[config.mk]
export PLATFORM = sky130hd
export DESIGN_NAME = irq_timer_bank
export DESIGN_NICKNAME = d
export VERILOG_FILES = /design/src/rtl/tmr_pkg.sv /design/src/rtl/tmr_decode.sv /design/src/rtl/tmr_channel.sv /design/src/rtl/tmr_freq_reg.sv /design/src/rtl/tmr_rdmux.sv /design/src/rtl/irq_timer_bank.sv
export SDC_FILE = /design/constraint.sdc
export NUM_CORES = 1
export LEC_CHECK = 0
export BUFFER_PORTS_ARGS = -buffer_cell sky130_fd_sc_hd__buf_2
export CORE_UTILIZATION = 40
export CTS_CLUSTER_SIZE = 25
export DETAILED_ROUTE_END_ITERATION = 10
export PLACE_DENSITY = 0.54
export SYNTH_ARGS = -nofsm -noshare
export SYNTH_HDL_FRONTEND = slang
export SYNTH_SLANG_ARGS = --single-unit
[constraint.sdc]
create_clock -name clk -period 3.55 [get_ports clk]
set_input_delay 0.5325 -clock clk [delete_from_list [all_inputs] [get_ports clk]]
set_output_delay 0.5325 -clock clk [all_outputs]
set_load 0.05 [all_outputs]
[src/rtl/tmr_pkg.sv]
package tmr_pkg;
   localparam int REG_W    = 32;
   localparam int STOP_BIT = 31;
   localparam int TOG_BIT  = 31;
   localparam int MASK_BIT = 31;
   localparam int PRI_LO   = 16;
   localparam int PRI_W    = 4;
   localparam int FREQ_ALT = 4160000;

   typedef enum logic [1:0] {
      SEL_COUNT  = 2'd0,
      SEL_RELOAD = 2'd1,
      SEL_VECPRI = 2'd2,
      SEL_SPARE  = 2'd3
   } reg_sel_e;
endpackage

[src/rtl/tmr_decode.sv]
module tmr_decode
   import tmr_pkg::*;
#(
   parameter int NUM_TMR = 4,
   parameter int TIDX_W  = 2,
   parameter int ADDR_W  = 5
) (
   input  logic                  bus_we,
   input  logic [ADDR_W-1:0]     bus_addr,
   output logic [NUM_TMR-1:0]    reload_we,
   output logic [NUM_TMR-1:0]    vecpri_we,
   output logic                  freq_we,
   output logic                  acc_glob,
   output logic                  acc_valid,
   output logic [TIDX_W-1:0]     acc_idx,
   output reg_sel_e              acc_sel
);
   localparam logic [TIDX_W:0] NUM_L = (TIDX_W+1)'(NUM_TMR);

   assign acc_glob  = bus_addr[ADDR_W-1];
   assign acc_idx   = bus_addr[TIDX_W+1:2];
   assign acc_sel   = reg_sel_e'(bus_addr[1:0]);
   assign acc_valid = ({1'b0, acc_idx} < NUM_L);
   assign freq_we   = bus_we & acc_glob & (acc_sel == SEL_COUNT);

   for (genvar g = 0; g < NUM_TMR; g++) begin : g_strobe
      localparam logic [TIDX_W-1:0] IDX = TIDX_W'(g);
      logic hit;
      assign hit          = bus_we & ~acc_glob & (acc_idx == IDX);
      assign reload_we[g] = hit & (acc_sel == SEL_RELOAD);
      assign vecpri_we[g] = hit & (acc_sel == SEL_VECPRI);
   end
endmodule

[src/rtl/tmr_channel.sv]
module tmr_channel
   import tmr_pkg::*;
#(
   parameter int VEC_W = 16
) (
   input  logic             clk,
   input  logic             rst_n,
   input  logic             tick_en,
   input  logic             reload_we,
   input  logic             vecpri_we,
   input  logic [REG_W-1:0] wdata,
   output logic [REG_W-1:0] count_word,
   output logic [REG_W-1:0] reload_word,
   output logic [REG_W-1:0] vecpri_word,
   output logic             irq
);
   localparam logic [REG_W-1:0] VEC_KEEP = REG_W'((64'd1 << VEC_W) - 64'd1);
   localparam logic [REG_W-1:0] PRI_KEEP = REG_W'(((64'd1 << PRI_W) - 64'd1) << PRI_LO);
   localparam logic [REG_W-1:0] VP_KEEP  = (REG_W'(1) << MASK_BIT) | PRI_KEEP | VEC_KEEP;
   localparam logic [REG_W-1:0] VP_RST   = REG_W'(1) << MASK_BIT;
   localparam logic [REG_W-2:0] ONE      = (REG_W-1)'(1);

   logic             stop_q;
   logic [REG_W-2:0] reload_q;
   logic [REG_W-2:0] cnt_q;
   logic             tog_q;
   logic [REG_W-1:0] vp_q;
   logic             irq_q;

   logic release_now;
   logic running;
   logic expire;

   assign release_now = reload_we & stop_q & ~wdata[STOP_BIT];
   assign running     = ~stop_q;
   assign expire      = running & tick_en & (cnt_q <= ONE);

   always_ff @(posedge clk) begin
      if (!rst_n) begin
         stop_q   <= 1'b1;
         reload_q <= '0;
         cnt_q    <= '0;
         tog_q    <= 1'b0;
         irq_q    <= 1'b0;
      end else begin
         irq_q <= expire & ~vp_q[MASK_BIT];
         if (reload_we) begin
            stop_q   <= wdata[STOP_BIT];
            reload_q <= wdata[REG_W-2:0];
         end
         if (release_now) begin
            cnt_q <= wdata[REG_W-2:0];
            if (tog_q) tog_q <= 1'b0;
         end else if (running && tick_en) begin
            if (expire) begin
               cnt_q <= reload_q;
               tog_q <= ~tog_q;
            end else begin
               cnt_q <= cnt_q - ONE;
            end
         end
      end
   end

   always_ff @(posedge clk) begin
      if (!rst_n)         vp_q <= VP_RST;
      else if (vecpri_we) vp_q <= wdata & VP_KEEP;
   end

   assign count_word  = {tog_q, cnt_q};
   assign reload_word = {stop_q, reload_q};
   assign vecpri_word = vp_q;
   assign irq         = irq_q;
endmodule

[src/rtl/tmr_freq_reg.sv]
module tmr_freq_reg
   import tmr_pkg::*;
#(
   parameter int FREQ_SEL = 0
) (
   input  logic             clk,
   input  logic             rst_n,
   input  logic             we,
   input  logic [REG_W-1:0] wdata,
   output logic [REG_W-1:0] value
);
   logic [REG_W-1:0] rst_val;
   logic [REG_W-1:0] freq_q;

   if (FREQ_SEL == 0) begin : g_zero
      assign rst_val = '0;
   end else begin : g_alt
      assign rst_val = REG_W'(FREQ_ALT);
   end

   always_ff @(posedge clk) begin
      if (!rst_n)  freq_q <= rst_val;
      else if (we) freq_q <= wdata;
   end

   assign value = freq_q;
endmodule

[src/rtl/tmr_rdmux.sv]
module tmr_rdmux
   import tmr_pkg::*;
#(
   parameter int NUM_TMR = 4,
   parameter int TIDX_W  = 2
) (
   input  logic                          acc_glob,
   input  logic                          acc_valid,
   input  logic [TIDX_W-1:0]             acc_idx,
   input  reg_sel_e                      acc_sel,
   input  logic [NUM_TMR-1:0][REG_W-1:0] count_words,
   input  logic [NUM_TMR-1:0][REG_W-1:0] reload_words,
   input  logic [NUM_TMR-1:0][REG_W-1:0] vecpri_words,
   input  logic [REG_W-1:0]              freq_word,
   output logic [REG_W-1:0]              rdata
);
   always_comb begin
      rdata = '0;
      if (acc_glob) begin
         if (acc_sel == SEL_COUNT) rdata = freq_word;
      end else if (acc_valid) begin
         unique case (acc_sel)
            SEL_COUNT:  rdata = count_words[acc_idx];
            SEL_RELOAD: rdata = reload_words[acc_idx];
            SEL_VECPRI: rdata = vecpri_words[acc_idx];
            default:    rdata = '0;
         endcase
      end
   end
endmodule

[src/rtl/irq_timer_bank.sv]
module irq_timer_bank
   import tmr_pkg::*;
#(
   parameter  int NUM_TMR  = 4,
   parameter  int VEC_W    = 16,
   parameter  int FREQ_SEL = 0,
   localparam int TIDX_W   = (NUM_TMR > 1) ? $clog2(NUM_TMR) : 1,
   localparam int ADDR_W   = TIDX_W + 3
) (
   input  logic               clk,
   input  logic               rst_n,
   input  logic               tick_en,
   input  logic               bus_we,
   input  logic [ADDR_W-1:0]  bus_addr,
   input  logic [31:0]        bus_wdata,
   output logic [31:0]        bus_rdata,
   output logic [NUM_TMR-1:0] tmr_irq
);
   if (NUM_TMR < 1 || NUM_TMR > 16) begin : g_bad_num
      $error("NUM_TMR must lie in 1..16");
   end
   if (VEC_W < 1 || VEC_W > 16) begin : g_bad_vec
      $error("VEC_W must lie in 1..16");
   end
   if (FREQ_SEL != 0 && FREQ_SEL != 1) begin : g_bad_freq
      $error("FREQ_SEL must be 0 or 1");
   end

   logic [NUM_TMR-1:0]            reload_we;
   logic [NUM_TMR-1:0]            vecpri_we;
   logic                          freq_we;
   logic                          acc_glob;
   logic                          acc_valid;
   logic [TIDX_W-1:0]             acc_idx;
   reg_sel_e                      acc_sel;
   logic [NUM_TMR-1:0][REG_W-1:0] cnt_words;
   logic [NUM_TMR-1:0][REG_W-1:0] reload_words;
   logic [NUM_TMR-1:0][REG_W-1:0] vp_words;
   logic [REG_W-1:0]              freq_word;

   tmr_decode #(
      .NUM_TMR (NUM_TMR),
      .TIDX_W  (TIDX_W),
      .ADDR_W  (ADDR_W)
   ) dec_i (
      .bus_we    (bus_we),
      .bus_addr  (bus_addr),
      .reload_we (reload_we),
      .vecpri_we (vecpri_we),
      .freq_we   (freq_we),
      .acc_glob  (acc_glob),
      .acc_valid (acc_valid),
      .acc_idx   (acc_idx),
      .acc_sel   (acc_sel)
   );

   for (genvar t = 0; t < NUM_TMR; t++) begin : g_tmr
      tmr_channel #(
         .VEC_W (VEC_W)
      ) chan_i (
         .clk         (clk),
         .rst_n       (rst_n),
         .tick_en     (tick_en),
         .reload_we   (reload_we[t]),
         .vecpri_we   (vecpri_we[t]),
         .wdata       (bus_wdata),
         .count_word  (cnt_words[t]),
         .reload_word (reload_words[t]),
         .vecpri_word (vp_words[t]),
         .irq         (tmr_irq[t])
      );
   end

   tmr_freq_reg #(
      .FREQ_SEL (FREQ_SEL)
   ) freq_i (
      .clk   (clk),
      .rst_n (rst_n),
      .we    (freq_we),
      .wdata (bus_wdata),
      .value (freq_word)
   );

   tmr_rdmux #(
      .NUM_TMR (NUM_TMR),
      .TIDX_W  (TIDX_W)
   ) rd_i (
      .acc_glob     (acc_glob),
      .acc_valid    (acc_valid),
      .acc_idx      (acc_idx),
      .acc_sel      (acc_sel),
      .count_words  (cnt_words),
      .reload_words (reload_words),
      .vecpri_words (vp_words),
      .freq_word    (freq_word),
      .rdata        (bus_rdata)
   );
endmodule

==> results.txt <==
Resized cells post-CTS: 0
Critical Path Source Type: input port
CTS Hold Bufs: 0
register area share after synthesis: 36.5%
max frequency: 308 MHz
fin area: 23400 um2
Final setup viols: 0
first-pass iteration count of the detailed router: 6
crit end category: primary output
Pwr per Cell Area: 437 nW/um2
Worst Path Max Fanout: 40
fin util: 46.3%
initial core utilization: 40.9%
Mapped Nets: 2674
post-route clock period utilization: 91.4%
vias per cell: 6.25
die height: 229 um
total die area: 52500 um2
Layout fillers: 4998
Mapped Area: 20600 um2
Port Buf Inserts: 76
DP Area: 21900 um2
Synth Warn #: 0
clock share of power: 46.6%
dominant cells by area after synthesis: dfxtp_1, nand2_1, mux4_2
Post-Route WL: 87900 um
total power: 10.2 mW
row count: 82
Critical Path AT: 2.71 ns
Layout Nets: 2652
GRT Residual Overflow: 0
CTS root buf: clkbuf_16
hold_sp: bus_wdata[30]
die width: 229 um
non-filler instance count after layout: 3308
Async SR Flop Fraction: 0%
Cells after Synth: 2625
synthesized flop and latch total: 376
Hold EP: g_tmr[2].chan_i.reload_q[30]
crit path kind: input port to primary output
Post-CTS Setup Repair Bufs: 0
I/O pin count: 77
Leakage: 8.52 nW
synth unique cells: 70
worst reg2reg path endpoint: g_tmr[1].chan_i.cnt_q[19]
VDD IR max: 0.312 mV
Final Hold Fails: 0
core area: 50500 um2
HP Class: input port to flop
CTS tree: done
Routed Antenna Nets: 0
number of synthesized flops with an enable pin: 0
most common cell after layout, fill and taps aside: nand2_1
DP HPWL: 59100 um
Worst slew margin: 17.5%
proportion of layout cells with a drive suffix above 1: 14.3%
status: finished, final reports clean
initial antenna violation count: 6
reg2reg path depth: 7
gpl congestion: 0.983
Seq pwr share: 42.1%
Final TNS setup: 0 ns
1st-iter DRT viols: 2910
Placed Cells: 3229
CTS sink cnt: 376
Worst EP required: 3.02 ns
buffer depth of the longest clock path: 3
Diodes inserted: 0
worst reg2reg setup slack: 0.49 ns
Total GRT Usage: 32.9%
first-pass GRT wire length: 129000 um
TritonCTS Buffers: 44
wire per inst: 26.6 um
residual DRC count: 0
Final Max Slew Viols: 0
Int Pwr: 7.40 mW
Yosys top cell area share: 36.5%
worst r2r src: g_tmr[1].chan_i.cnt_q[14]
Hold Path Depth: 3
commonest non-fill, non-tap cells in the layout: nand2_1, dfxtp_1, a21oi_1, nor2_1, o21ai_0
vias in the first global route: 19.3k
max-cap violations: 0
top cell type by total area after synthesis: dfxtp_1
worst slew pin tran: 1.23 ns
Synth-to-Final Area Change: 13.2%
largest net degree at the start of global routing: 187
DR vias: 20.7k
H-tree depth: 2
switching power of the nets: 2.81 mW
Main synth FF type: dfxtp_1
post-route minimum period: 3.25 ns
Worst-Skew Late Latency: 0.60 ns
Comb pwr share: 11.3%
Avg Inst Size Synth: 7.86 um2
RSZ-0062 raised after global routing: false
Max Clock Skew: 0.0189 ns
switching share of power: 27.5%
clock slew at reported path FFs: 0.07 ns
-- stage by stage --
step	hold WS, ns	setup WS (ns)
global placement	0.439	0.401
detailed placement	0.447	0.411
finish	0.302	0.304
CTS	0.273	0.398
floorplan	0.416	0.0728
global route	0.310	0.300
-- how the worst max path moves through the flow --
stage | to | startpoint | cells after the start | slack [ns]
after floorplan | bus_rdata[10] | bus_addr[3] | 7 | 0.07
after global placement | bus_rdata[29] | bus_addr[2] | 8 | 0.40
after detailed placement | g_tmr[1].chan_i.cnt_q[14] | bus_addr[2] | 7 | 0.41
after CTS | bus_rdata[29] | bus_addr[2] | 8 | 0.40
after global routing | bus_rdata[29] | bus_addr[2] | 8 | 0.30
final | bus_rdata[29] | bus_addr[2] | 8 | 0.30
-- worst max-delay path, stage by stage --
cell and delay, ns:
buf_4 0.56, buf_4 0.41, mux4_2 0.34, mux2i_1 0.32, nor2_1 0.10, a21oi_1 0.14, nor2_1 0.05, buf_2 0.22
-- cell usage after synthesis (all sizes together) (8+ instances only) --
cell type and n:
buf 26, o211ai 11, a21o 8, o21a 14, o22ai 46, inv 16
nand4 14, mux4 85, nor4 36, or3 13, clkbuf 221, o31ai 13
or4 23, nor2b 8, a21oi 364, a22oi 48, xor2 35, mux2i 68
o21ai 135, nand2 598, nor2 177, nand3 43, and3 31, dfxtp 376
xnor2 55, ha 8, nor3 53
-- layout make-up --
type / count / area [um2] / area share [%]
repair buffers: 179 / 1290 / 5.51
clock inverters: 17 / 175 / 0.750
multi-input cells: 1986 / 12200 / 52.0
well taps: 672 / 841 / 3.60
clock buffers: 62 / 1310 / 5.61
inverters: 16 / 67.6 / 0.289
flip-flops and latches: 376 / 7530 / 32.2
-- flip-flops by register name, summed over array words and instances, names as in the netlist --
signal / count
freq_i.value: 32
g_tmr.chan_i.cnt_q: 124
g_tmr.chan_i.irq: 4
g_tmr.chan_i.reload_q: 124
g_tmr.chan_i.stop_q: 4
g_tmr.chan_i.tog_q: 4
g_tmr.chan_i.vecpri_word: 84
-- power groups by stage --
| stage | Clock [mW] | Sequential [mW] | Combinational, mW |
|---|---|---|---|
| floorplan | 0 | 4.37 | 0.736 |
| global placement | 0 | 4.38 | 1.11 |
| detailed placement | 0 | 4.38 | 1.12 |
| CTS | 4.80 | 4.29 | 1.12 |
| global route | 4.97 | 4.29 | 1.21 |
| finish | 4.75 | 4.29 | 1.15 |
-- cell families after synthesis --
| logic type | Yosys count | synth area share (%) |
|---|---|---|
| and+or+nand+nor | 1038 | 22.2 |
| AOI/OAI and AO/OA | 695 | 19.3 |
| DFF | 376 | 36.5 |
| buffers and inverters | 263 | 5.01 |
| muxes | 155 | 12.7 |
| xor gates and xnor gates | 90 | 3.82 |
| adders and majority gates | 8 | 0.485 |
-- per-layer routing --
layer	GRT usage [%]	vias to the layer above	wire length, um
met5	0	-	46
met1	46.2	10000	37000
met2	49.0	1203	37900
met4	13.4	8	3530
li1	-	9230	-
met3	6.66	198	9440
No activity file was read; power rests on OpenSTA's default activity.
